**src/rtl/divPkg.sv**
```systemverilog
package divPkg;
  typedef struct packed {
    logic load;      // capture operands, clear remainder
    logic loadZero;  // divide-by-zero shortcut result
    logic step;      // one shift / trial-subtract iteration
  } divStrobeT;
endpackage

```
**src/rtl/divDatapath.sv**
```systemverilog
module divDatapath
  import divPkg::*;
#(
  parameter int W = 8
) (
  input  logic         clk,
  input  logic         rstN,
  input  divStrobeT    strobe,
  input  logic [W-1:0] dividend,
  input  logic [W-1:0] divisor,
  output logic         divisorZero,
  output logic [W-1:0] remOut,
  output logic [W-1:0] quoOut,
  output logic         zeroFlag
);
  localparam int SW = W + 1;   // shifted remainder width
  localparam int DW = W + 2;   // difference width incl. sign

  logic [W-1:0]  remReg;
  logic [W-1:0]  quoReg;
  logic [W-1:0]  divReg;
  logic          zeroReg;
  logic [SW-1:0] shifted;
  logic [DW-1:0] trialDiff;
  logic          fits;
  logic [W-1:0]  nextRem;
  logic [W-1:0]  nextQuo;

  assign divisorZero = (divisor == '0);

  always_comb begin
    shifted   = {remReg, quoReg[W-1]};
    trialDiff = {1'b0, shifted} - {2'b00, divReg};
    fits      = ~trialDiff[DW-1];
    nextRem   = fits ? trialDiff[W-1:0] : shifted[W-1:0];
    nextQuo   = {quoReg[W-2:0], fits};
  end

  always_ff @(posedge clk) begin
    if (!rstN) begin
      remReg  <= '0;
      quoReg  <= '0;
      divReg  <= '0;
      zeroReg <= 1'b0;
    end else if (strobe.loadZero) begin
      remReg  <= dividend;
      quoReg  <= '1;
      divReg  <= '0;
      zeroReg <= 1'b1;
    end else if (strobe.load) begin
      remReg  <= '0;
      quoReg  <= dividend;
      divReg  <= divisor;
      zeroReg <= 1'b0;
    end else if (strobe.step) begin
      remReg  <= nextRem;
      quoReg  <= nextQuo;
    end
  end

  assign remOut   = remReg;
  assign quoOut   = quoReg;
  assign zeroFlag = zeroReg;

  AST_REM_BELOW_DIVISOR: assert property (@(posedge clk) disable iff (!rstN)
    strobe.step |-> (remReg < divReg));
  AST_RESULT_HOLD: assert property (@(posedge clk) disable iff (!rstN)
    !(strobe.step || strobe.load || strobe.loadZero) |=>
      ($stable(remReg) && $stable(quoReg) && $stable(zeroReg)));
  AST_ZERO_RESULT: assert property (@(posedge clk) disable iff (!rstN)
    strobe.loadZero |=> (zeroReg && (quoReg == '1)));
  AST_FLAG_CLEARS: assert property (@(posedge clk) disable iff (!rstN)
    strobe.load |=> !zeroReg);
endmodule

```
**src/rtl/divControl.sv**
```systemverilog
module divControl
  import divPkg::*;
#(
  parameter int W = 8
) (
  input  logic      clk,
  input  logic      rstN,
  input  logic      start,
  input  logic      divisorZero,
  output divStrobeT strobe,
  output logic      busy,
  output logic      done
);
  localparam int CW = $clog2(W + 1);

  typedef enum logic {IDLE, RUN} ctlStateT;

  ctlStateT      state;
  logic [CW-1:0] stepsLeft;
  logic          doneReg;

  always_comb begin
    strobe.load     = (state == IDLE) && start && !divisorZero;
    strobe.loadZero = (state == IDLE) && start && divisorZero;
    strobe.step     = (state == RUN);
  end

  always_ff @(posedge clk) begin
    if (!rstN) begin
      state     <= IDLE;
      stepsLeft <= '0;
      doneReg   <= 1'b0;
    end else begin
      doneReg <= 1'b0;
      case (state)
        IDLE: begin
          if (strobe.loadZero) begin
            doneReg <= 1'b1;
          end else if (strobe.load) begin
            state     <= RUN;
            stepsLeft <= CW'(W);
          end
        end
        RUN: begin
          stepsLeft <= stepsLeft - CW'(1);
          if (stepsLeft == CW'(1)) begin
            state   <= IDLE;
            doneReg <= 1'b1;
          end
        end
        default: state <= IDLE;
      endcase
    end
  end

  assign busy = (state == RUN);
  assign done = doneReg;

  AST_RUN_HAS_STEPS: assert property (@(posedge clk) disable iff (!rstN)
    busy |-> (stepsLeft != '0));
  AST_NO_RELOAD: assert property (@(posedge clk) disable iff (!rstN)
    busy |-> !(strobe.load || strobe.loadZero));
  AST_DONE_CAUSE: assert property (@(posedge clk) disable iff (!rstN)
    done |-> ($past(busy) || $past(strobe.loadZero)));
  AST_DONE_NOT_BUSY: assert property (@(posedge clk) disable iff (!rstN)
    !(done && busy));
endmodule

```
**src/rtl/seqDivider.sv**
```systemverilog
module seqDivider
  import divPkg::*;
#(
  parameter int W = 8
) (
  input  logic         clk,
  input  logic         rstN,
  input  logic         start,
  input  logic [W-1:0] dividend,
  input  logic [W-1:0] divisor,
  output logic         busy,
  output logic         done,
  output logic         divZero,
  output logic [W-1:0] hi,
  output logic [W-1:0] lo
);
  divStrobeT strobe;
  logic      divisorZero;

  divControl #(.W(W)) i_divControl (
    .clk        (clk),
    .rstN       (rstN),
    .start      (start),
    .divisorZero(divisorZero),
    .strobe     (strobe),
    .busy       (busy),
    .done       (done)
  );

  divDatapath #(.W(W)) i_divDatapath (
    .clk        (clk),
    .rstN       (rstN),
    .strobe     (strobe),
    .dividend   (dividend),
    .divisor    (divisor),
    .divisorZero(divisorZero),
    .remOut     (hi),
    .quoOut     (lo),
    .zeroFlag   (divZero)
  );

  AST_ZERO_SKIPS_LOOP: assert property (@(posedge clk) disable iff (!rstN)
    (start && !busy && divisorZero) |=> (done && !busy));
endmodule

```
**config.mk**
```make
export PLATFORM = sky130hd
export DESIGN_NAME = seqDivider
export DESIGN_NICKNAME = d
export VERILOG_FILES = /design/src/rtl/divPkg.sv /design/src/rtl/divDatapath.sv /design/src/rtl/divControl.sv /design/src/rtl/seqDivider.sv
export SDC_FILE = /design/constraint.sdc
export NUM_CORES = 1
export LEC_CHECK = 0
export BUFFER_PORTS_ARGS = -buffer_cell sky130_fd_sc_hd__buf_2
export CAP_MARGIN = 0
export CELL_PAD_IN_SITES_DETAIL_PLACEMENT = 0
export CELL_PAD_IN_SITES_GLOBAL_PLACEMENT = 1
export CORE_MARGIN = 4
export CORE_UTILIZATION = 35
export DETAILED_ROUTE_END_ITERATION = 8
export PLACE_DENSITY = 0.71
export SYNTH_ARGS = -nofsm -noshare
export SYNTH_HDL_FRONTEND = slang
export SYNTH_SLANG_ARGS = --single-unit
```
**constraint.sdc**
```tcl
create_clock -name clk -period 2.2 [get_ports clk]
set_input_delay 0.22 -clock clk [delete_from_list [all_inputs] [get_ports clk]]
set_output_delay 0.22 -clock clk [all_outputs]
set_load 0.05 [all_outputs]
```
# Yosys cells after proc, flatten, opt, wreduce, memory -nomap -nowiden
# Index checks and enable logic that the tools add are counted.
# classes
addsub	2
eq_ne	3
muxes	19
bitwise_logic	3
n_reduce_logical	9
# op_table
operator	n
2-to-1 mux 8 bit	7
subtractor 9 x 8 -> 10 bit	1
logical NOT 8 bit	1
2-to-1 mux 4 bit	2
one-hot mux 4 bit (2 select lines)	1
2-to-1 mux 1 bit	7
== test 4 x 1 -> 1 bit, second input constant	1
one-hot mux 1 bit (2 select lines)	2
subtractor 4 x 1 -> 4 bit, second input constant	1
logical AND 1 bit	3
NOT 1 bit	3
nonzero test 3 bit	1
inequality test 2 x 1 -> 1 bit, second input constant	1
inequality test 2 bit, second input constant	1
AND reduction 2 bit	1
nonzero test 2 bit	1
OR reduction 2 bit	1
logical NOT 1 bit	1
# word_totals
reg_bits	31
output_inout_bits	19
elab_cells	43

# Depth between registers and ports, before layout
# Gate-level depths: netlist (run 1).
# depth
depth_word	6
ltp_mapped	8
mapped_depth_nobuf	8

# By module
# Synthesis (run 1) repeated with hierarchy kept, for this count alone.
# hier_totals
cells_unflattened	226
hier_area_um2	1900.6
# modules_own_cells
module	instances	cells_per_inst	area_per_inst_um2
divDatapath	1	192	1575.3
divControl	1	34	325.3

# Worst setup path before layout (run 1)
# OpenSTA, ideal clock, no wires.
# synth_path
kind	reg-to-reg
startpoint	register i_divDatapath.remReg[5], in the netlist i_divDatapath.remOut[5]
endpoint	register i_divDatapath.remReg[2], in the netlist i_divDatapath.remOut[2]
arrival_ns	2.094
t_required_ns	2.068
slack_ns	-0.026
path_stages_with_launch	8
path_buffers	1
period_less_slack_ns	2.226
path_cell_list	dfxtp_1 > ha_1 > a21oi_2 > o31ai_2 > a2111oi_4 > buf_6 > mux2i_1 > a21oi_1
# synth_via
elab_chain_len	5
# synth_rtl
element	line_no	text
start, declared	divDatapath.sv:19	logic [W-1:0] remReg;
start signal, assigned	divDatapath.sv:46	remReg <= dividend;
start signal, assigned	divDatapath.sv:56	remReg <= nextRem;
subtractor 9 x 8 -> 10 bit	divDatapath.sv:33	trialDiff = {1'b0, shifted} - {2'b00, divReg};
2-to-1 mux 8 bit	divDatapath.sv:35	nextRem = fits ? trialDiff[W-1:0] : shifted[W-1:0];
2-to-1 mux 8 bit	divDatapath.sv:55	end else if (strobe.step) begin
2-to-1 mux 8 bit	divDatapath.sv:50	end else if (strobe.load) begin
2-to-1 mux 8 bit	divDatapath.sv:45	end else if (strobe.loadZero) begin
# Every way passes these cells. The select of a mux whose other input is x is not followed.
# A chain may end at the register's enable or synchronous reset.

# Worst setup path after layout (run 1)
# layout_path
startpoint	register i_divDatapath.divReg[6]
endpoint	register i_divDatapath.remReg[1], in the netlist i_divDatapath.remOut[1]
# layout_via
elab_chain_len	5
# layout_rtl
element	line_no	text
start, declared	divDatapath.sv:21	logic [W-1:0] divReg;
start signal, assigned	divDatapath.sv:53	divReg <= divisor;
subtractor 9 x 8 -> 10 bit	divDatapath.sv:33	
2-to-1 mux 8 bit	divDatapath.sv:35	
2-to-1 mux 8 bit	divDatapath.sv:55	
2-to-1 mux 8 bit	divDatapath.sv:50	
2-to-1 mux 8 bit	divDatapath.sv:45	
# Every way passes these cells. The select of a mux whose other input is x is not followed.

==> flow_summary_export.csv, run 1 <==
group,metric,value,unit
critical_path,timing.critical_path.buf_inv,2,
pwr,p_seq_frac,0.368,
placed_design,place.gp.congestion,0.880,
final_layout,stdcell_count,338,
pwr,swShare,0.366,
final_layout,antenna_cells,0,
grt,grt_max_degree,32,
worst_hold_path,min_path_cells,3,
logic_synthesis,syn_area,1890,um^2
placed_design,dp_cells,327,
routing,wl_met2,2240,um
logic_synthesis,syn_inst,221,
logic_synthesis,syn-num-nets,251,
pwr,p_leak,0.942,nW
clock_tree,clk_path_buf_depth,2,
die,dieArea,6640,um^2
pwr,combPwrFrac,0.380,
critical_path,path_cells,"inv_1 > ha_1 > a21oi_2 > o31ai_2 > a2111oi_4 > buf_6 > mux2_2 > o22ai_1",
pwr,power_frac_clock,0.251,
clock_tree,numCtsBuffers,5,
routing,avgRoutedWirePerCell,15.0,um
critical_path,critPathKind,"flop to flop",
routing,m1WireLength,2490,um
pwr,peakVddDrop,0.342,mV
logic_synthesis,async_reset_ff_frac,0,
sta,maxSlewViolCount,0,
logic_synthesis,yosysUniqueCellTypes,48,
logic_synthesis,synth.area.top_cells,"dfxtp_1 (33%), nand2_1 (7.0%), ha_1 (6.6%)",
routing,drc_errors,0,
sta,worstMarginPinSlew,0.519,ns
final_layout,nets,297,
die,ios,38,
clock_tree,clk_pin_slew,0.07,ns
die,start_util,0.365,
critical_path,crit_family,"compound AO/OA/AOI/OAI gates",
logic_synthesis,yosysSeqAreaShare,0.328,
pwr,p_int,0.00111,W
routing,ant_nets,0,
sta,hold_viol,0,
final_layout,fin_area,2300,um^2
logic_synthesis,synthFlopType,"dfxtp_1",
die,die_h,81.5,um
logic_synthesis,yosys.area.top_type_share,0.328,
critical_path,start_kind,"flop",
clock_tree,ctsHoldBuffers,0,
sta,period_share,0.930,
worst_hold_path,min_from,"divisor[3]",
critical_path,path_max_fanout,10,
clock_tree,insertion_delay,0.28,ns
logic_synthesis,synth_top_area_cell,"dfxtp_1",
sta,fin_skew,0.00735,ns
sta,max_freq,489,MHz
routing,via_count,1743,
critical_path,slowest_stage,"a2111oi_4",
grt,gr-usage-all-layers,0.169,
final_layout,area_delta_synth_final,21.7,%
sta,slew_headroom,0.654,
die,placementRows,26,
logic_synthesis,syn-mean-instance-area,8.55,um^2
clock_tree,root_buffer,"clkbuf_8",
final_layout,layout-drive-gt1-share,0.272,
die,die_x,81.5,um
routing,dr_wl_met3,242,um
sta,rsz0062_at_grt,"no",
die,core,5170,um^2
routing,drtPass1Iterations,4,
logic_synthesis,yosys_warnings,0,
critical_path,r2r_cells,8,
logic_synthesis,yosys-top-cells-count,"nand2_1 (35), dfxtp_1 (31), a21boi_0 (14), inv_1 (13), nor2b_1 (11)",
pwr,p_per_area,761,nW/um^2
critical_path,crit_required,2.40,ns
placed_design,dp.final_hpwl,3750,um
logic_synthesis,synth_seq_cells,31,
logic_synthesis,yosysMostFrequentCell,"nand2_1",
grt,grt_pass1_wl,8570,um
placed_design,place_area,2190,um^2
grt,gr-total-overflow,0,
critical_path,worstPathArrival,2.25,ns
run,drv_cap,0,
pwr,power_switching,0.000640,W
clock_tree,cts_max_level,2,
worst_hold_path,hold_end,"i_divDatapath.divReg[3]$_SDFFE_PP0P_",
logic_synthesis,synth_edf_count,0,
sta,setup_tns,0,ns
routing,viasPerCell,5.16,
routing,wl,5060,um
critical_path,worst-r2r-setup-slack,0.15,ns
placed_design,portBuffers,37,
critical_path,crit_path_max_incr_delay,0.37,ns
critical_path,r2r_start,"i_divDatapath.divReg[6]$_SDFFE_PP0P_",
sta,fin_crit,2.05,ns
sta,setup_viol,0,
grt,grt_pass1_vias,1731,
critical_path,reg2reg_to,"i_divDatapath.remOut[1]$_SDFFE_PN0P_",
clock_tree,cts_tree,"done",
worst_hold_path,hp-class,"input port to flop",
grt,grt_antenna_before_repair,0,
critical_path,critPathCaptureType,"flop",
routing,drtIter0Drc,132,
clock_tree,cts.sinks,31,
status,status,"completed",
routing,highest_layer,"met4",
routing by layer:
metal / up-vias / track usage
met1: 807 / 0.236
met4: 0 / 0.0659
met3: 10 / 0.0373
met5: - / 0
met2: 43 / 0.253
li1: 883 / -
flip-flops by register name, summed over array words and instances, names as in the netlist:
signal                  flops
i_divDatapath.quoOut        8
i_divControl.busy           1
i_divDatapath.remOut        8
i_divDatapath.divReg        8
i_divControl.done           1
i_divDatapath.zeroFlag      1
i_divControl.stepsLeft      4
worst max-delay path by stage:
stage	to	slack, ns	startpoint	cells past startpoint
floorplan	i_divDatapath.remOut[3]$_SDFFE_PN0P_	0.04	i_divDatapath.remOut[1]$_SDFFE_PN0P_	7
global placement	i_divDatapath.remOut[1]$_SDFFE_PN0P_	0.18	i_divDatapath.divReg[5]$_SDFFE_PP0P_	8
detailed placement	i_divDatapath.remOut[1]$_SDFFE_PN0P_	0.10	i_divDatapath.divReg[6]$_SDFFE_PP0P_	8
CTS	i_divDatapath.remOut[1]$_SDFFE_PN0P_	0.08	i_divDatapath.divReg[5]$_SDFFE_PP0P_	8
global route	i_divDatapath.remOut[1]$_SDFFE_PN0P_	0.02	i_divDatapath.divReg[6]$_SDFFE_PP0P_	8
finish	i_divDatapath.remOut[1]$_SDFFE_PN0P_	0.15	i_divDatapath.divReg[6]$_SDFFE_PP0P_	8
stage by stage:
stage / util / setup slack [ns] / power (W) / hold slack (ns)
final: 0.444 / 0.153 / 0.00175 / 0.201
after global routing: 0.444 / 0.0208 / 0.00186 / 0.207
after CTS: 0.439 / 0.0783 / 0.00172 / 0.189
after detailed placement: 0.424 / 0.103 / 0.00128 / 0.458
after global placement: 0.424 / 0.175 / 0.00128 / 0.454
after floorplan: - / 0.0403 / 0.00113 / 0.365
cell families after synthesis:
| kind of cell | Yosys count | synth area share |
|---|---|---|
| AOI/OAI and AO/OA | 67 | 0.276 |
| xor gates and xnor gates | 5 | 0.0232 |
| muxes | 8 | 0.0437 |
| and+or+nand+nor | 73 | 0.195 |
| DFF | 31 | 0.328 |
| buffers and inverters | 26 | 0.0563 |
| adders and majority gates | 11 | 0.0768 |
cell type report:
cell class | count | area [um^2]
clock buffers | 7 | 76.3
clock inverters | 1 | 5.00
fillers | 533 | 2870
inverters | 15 | 56.3
multi-input cells | 164 | 1160
flip-flops and latches | 31 | 624
well taps | 70 | 87.6
repair buffers | 50 | 287
worst reg2reg max path, cell delays in order, from the launching register on:
cell and delay, ns:
dfxtp_1 0.33, inv_1 0.04, ha_1 0.33, a21oi_2 0.16, o31ai_2 0.10, a2111oi_4 0.37, buf_6 0.19, mux2_2 0.34
o22ai_1 0.12
layout by cell type, fill, tap and decap left out, types with 2 or more instances in the layout:
cell,instances
a31oi_1,5
a21oi_1,9
xor2_1,3
nand2b_1,2
o21ai_0,5
a21oi_2,2
nor2_1,7
nor2b_1,11
inv_1,12
a221oi_1,2
buf_4,12
o22ai_1,3
nor3_1,4
mux2_2,2
ha_1,10
a21o_1,2
inv_2,2
nand2_1,35
a21boi_0,14
clkbuf_1,2
xnor2_1,2
a21boi_1,4
o21ai_1,2
clkbuf_8,5
buf_2,37
dfxtp_1,28
o221ai_1,8
a311o_1,5
and2_1,2
or4_4,2
mux2i_1,6
dfxtp_2,3
power by group through the flow:
| stage | sequential [W] | combinational, W | clock (W) |
|---|---|---|---|
| after floorplan | 0.000747 | 0.000379 | 0 |
| after global placement | 0.000656 | 0.000620 | 0 |
| after detailed placement | 0.000657 | 0.000619 | 0 |
| after CTS | 0.000645 | 0.000623 | 0.000456 |
| after global routing | 0.000650 | 0.000736 | 0.000477 |
| final | 0.000644 | 0.000665 | 0.000439 |
what timing repair did:
action,in CTS,in global routing
setup endpoints to repair,0,3
buffers inserted,0,3
resized for setup,0,3
No activity file was read; power rests on OpenSTA's default activity.
==> run 2, diff against run 1 <==
CORE_UTILIZATION = 30   (was 35)
PLACE_DENSITY = 0.63   (was 0.71)
==> flow_summary_export.csv, run 2 (synthesis gave the netlist of run 1 again) <==
group,metric,value,unit
status,status,"completed",
sta,setup_tns,0,ns
critical_path,critPathKind,"flop to flop",
clock_tree,clk_pin_slew,0.07,ns
final_layout,layout-drive-gt1-share,0.268,
worst_hold_path,hold_end,"i_divDatapath.divReg[7]$_SDFFE_PP0P_",
final_layout,antenna_cells,0,
final_layout,fin_area,2300,um^2
die,dieArea,7630,um^2
run,drv_cap,0,
critical_path,slowest_stage,"mux2_2",
critical_path,worstPathArrival,2.30,ns
routing,wl,5190,um
routing,avgRoutedWirePerCell,15.3,um
worst_hold_path,min_path_cells,3,
die,ios,38,
placed_design,place.gp.congestion,0.817,
routing,viasPerCell,5.16,
clock_tree,post_cts_buffers,0,
die,start_util,0.314,
worst_hold_path,min_from,"divisor[7]",
sta,setup_viol,0,
pwr,p_int,0.00114,W
sta,worstMarginPinSlew,0.475,ns
placed_design,place_area,2200,um^2
clock_tree,ctsHoldBuffers,0,
grt,grt_pass1_vias,1658,
clock_tree,insertion_delay,0.28,ns
grt,grt_max_degree,27,
clock_tree,cts_tree,"done",
clock_tree,numCtsBuffers,5,
routing,drc_errors,0,
sta,hold_viol,0,
pwr,combPwrFrac,0.350,
critical_path,worst-r2r-setup-slack,0.11,ns
clock_tree,cts.sinks,31,
worst_hold_path,hp-class,"input port to flop",
grt,gr-usage-all-layers,0.145,
sta,slew_headroom,0.681,
critical_path,path_cells,"inv_1 > ha_1 > a21oi_2 > o31ai_2 > a2111oi_4 > buf_4 > mux2_2 > o22ai_1",
critical_path,path_max_fanout,12,
critical_path,start_kind,"flop",
sta,period_share,0.949,
routing,via_count,1754,
pwr,power_switching,0.000643,W
routing,drtIter0Drc,72,
grt,gr-total-overflow,0,
clock_tree,root_buffer,"clkbuf_8",
sta,fin_crit,2.09,ns
pwr,p_seq_frac,0.360,
final_layout,final_common_cell,"buf_2",
die,die_h,87.4,um
grt,grt_antenna_before_repair,0,
clock_tree,cts-resized-gates,0,
die,die_x,87.4,um
final_layout,area_delta_synth_final,21.8,%
grt,grt_pass1_wl,8580,um
sta,fin_skew,0.00599,ns
critical_path,crit_path_max_incr_delay,0.35,ns
sta,maxSlewViolCount,0,
pwr,p_leak,0.936,nW
placed_design,portBuffers,37,
clock_tree,clk_path_buf_depth,2,
critical_path,r2r_cells,8,
clock_tree,cts_max_level,2,
final_layout,n_fill_cell,676,
pwr,swShare,0.361,
pwr,peakVddDrop,0.300,mV
placed_design,dp.final_hpwl,3920,um
sta,rsz0062_at_grt,"no",
routing,drtPass1Iterations,4,
critical_path,reg2reg_to,"i_divDatapath.remOut[1]$_SDFFE_PN0P_",
pwr,power_frac_clock,0.290,
final_layout,layout_common_cells,"buf_2 (37), nand2_1 (35), dfxtp_1 (28), a21boi_0 (14), inv_1 (13)",
critical_path,crit_required,2.41,ns
die,placementRows,28,
sta,max_freq,479,MHz
die,core,6030,um^2
final_layout,nets,294,
final_layout,utilization,0.382,
critical_path,critPathCaptureType,"flop",
sta,worst_hold_slack,0.195,ns
routing,ant_nets,0,
pwr,p_per_area,773,nW/um^2
critical_path,r2r_start,"i_divDatapath.divReg[6]$_SDFFE_PP0P_",
[run 2: cell types whose count changed in the layout (fill, tap and decap cells not counted)]
cell / change
inv_2: -1
inv_1: +1
o21ai_0: +1
clkinvlp_4: +1
clkinv_2: -1
buf_6: -1
buf_4: -2
clkbuf_1: -2
o21ai_1: -1
clkbuf_8: +2
[run 2: routing by layer]
layer	global-route usage	vias up	wire (um)
met3	0.0350	5	222
li1	-	880	-
met2	0.215	37	2240
met5	0	-	0
met4	0.0460	0	64
met1	0.206	832	2660
[run 2: worst max path at each step]
stage | start | end | slack [ns] | depth (start not counted)
2_1_floorplan | i_divDatapath.remOut[1]$_SDFFE_PN0P_ | i_divDatapath.remOut[3]$_SDFFE_PN0P_ | 0.04 | 7
3_3_place_gp | i_divDatapath.remOut[4]$_SDFFE_PN0P_ | i_divDatapath.remOut[1]$_SDFFE_PN0P_ | 0.16 | 7
3_5_place_dp | i_divDatapath.divReg[6]$_SDFFE_PP0P_ | i_divDatapath.remOut[0]$_SDFFE_PN0P_ | 0.12 | 8
4_1_cts | i_divDatapath.remOut[4]$_SDFFE_PN0P_ | i_divDatapath.remOut[0]$_SDFFE_PN0P_ | 0.11 | 7
5_1_grt | i_divDatapath.divReg[6]$_SDFFE_PP0P_ | i_divDatapath.remOut[0]$_SDFFE_PN0P_ | 0.001 | 8
6_report | i_divDatapath.divReg[6]$_SDFFE_PP0P_ | i_divDatapath.remOut[1]$_SDFFE_PN0P_ | 0.11 | 8
[run 2: worst max-delay path, delay by kind of cell (launching register included)]
family	cells	cell delay, ns
compound gates	4	0.71
mux	1	0.35
flops	1	0.33
fa+ha+maj	1	0.33
buf+inv	2	0.29
[run 2: cell type report]
class                           instances  area (um^2)  share of cell area
Multi-Input combinational cell        164         1160               0.505
Tap cell                               75         93.8              0.0408
Inverter                               15         56.3              0.0245
Clock inverter                          1         7.51             0.00326
Sequential cell                        31          624               0.271
Clock buffer                            7         96.3              0.0419
Timing Repair Buffer                   47          260               0.113
[run 2: through the flow]
step           total power (W)  setup slack, ns  std cells
6_report               0.00178            0.113        340
5_1_grt                0.00190          0.00104        340
4_1_cts                0.00180            0.106        340
3_5_place_dp           0.00128            0.123        332
3_3_place_gp           0.00128            0.159        332
2_1_floorplan          0.00113           0.0403        221
[run 2: power by group through the flow]
stage                     combinational [W]  sequential, W  clock, W
after floorplan                    0.000379       0.000747         0
after global placement             0.000629       0.000654         0
after detailed placement           0.000626       0.000656         0
after CTS                          0.000628       0.000643  0.000529
after global routing               0.000683       0.000648  0.000565
final                              0.000623       0.000641  0.000515
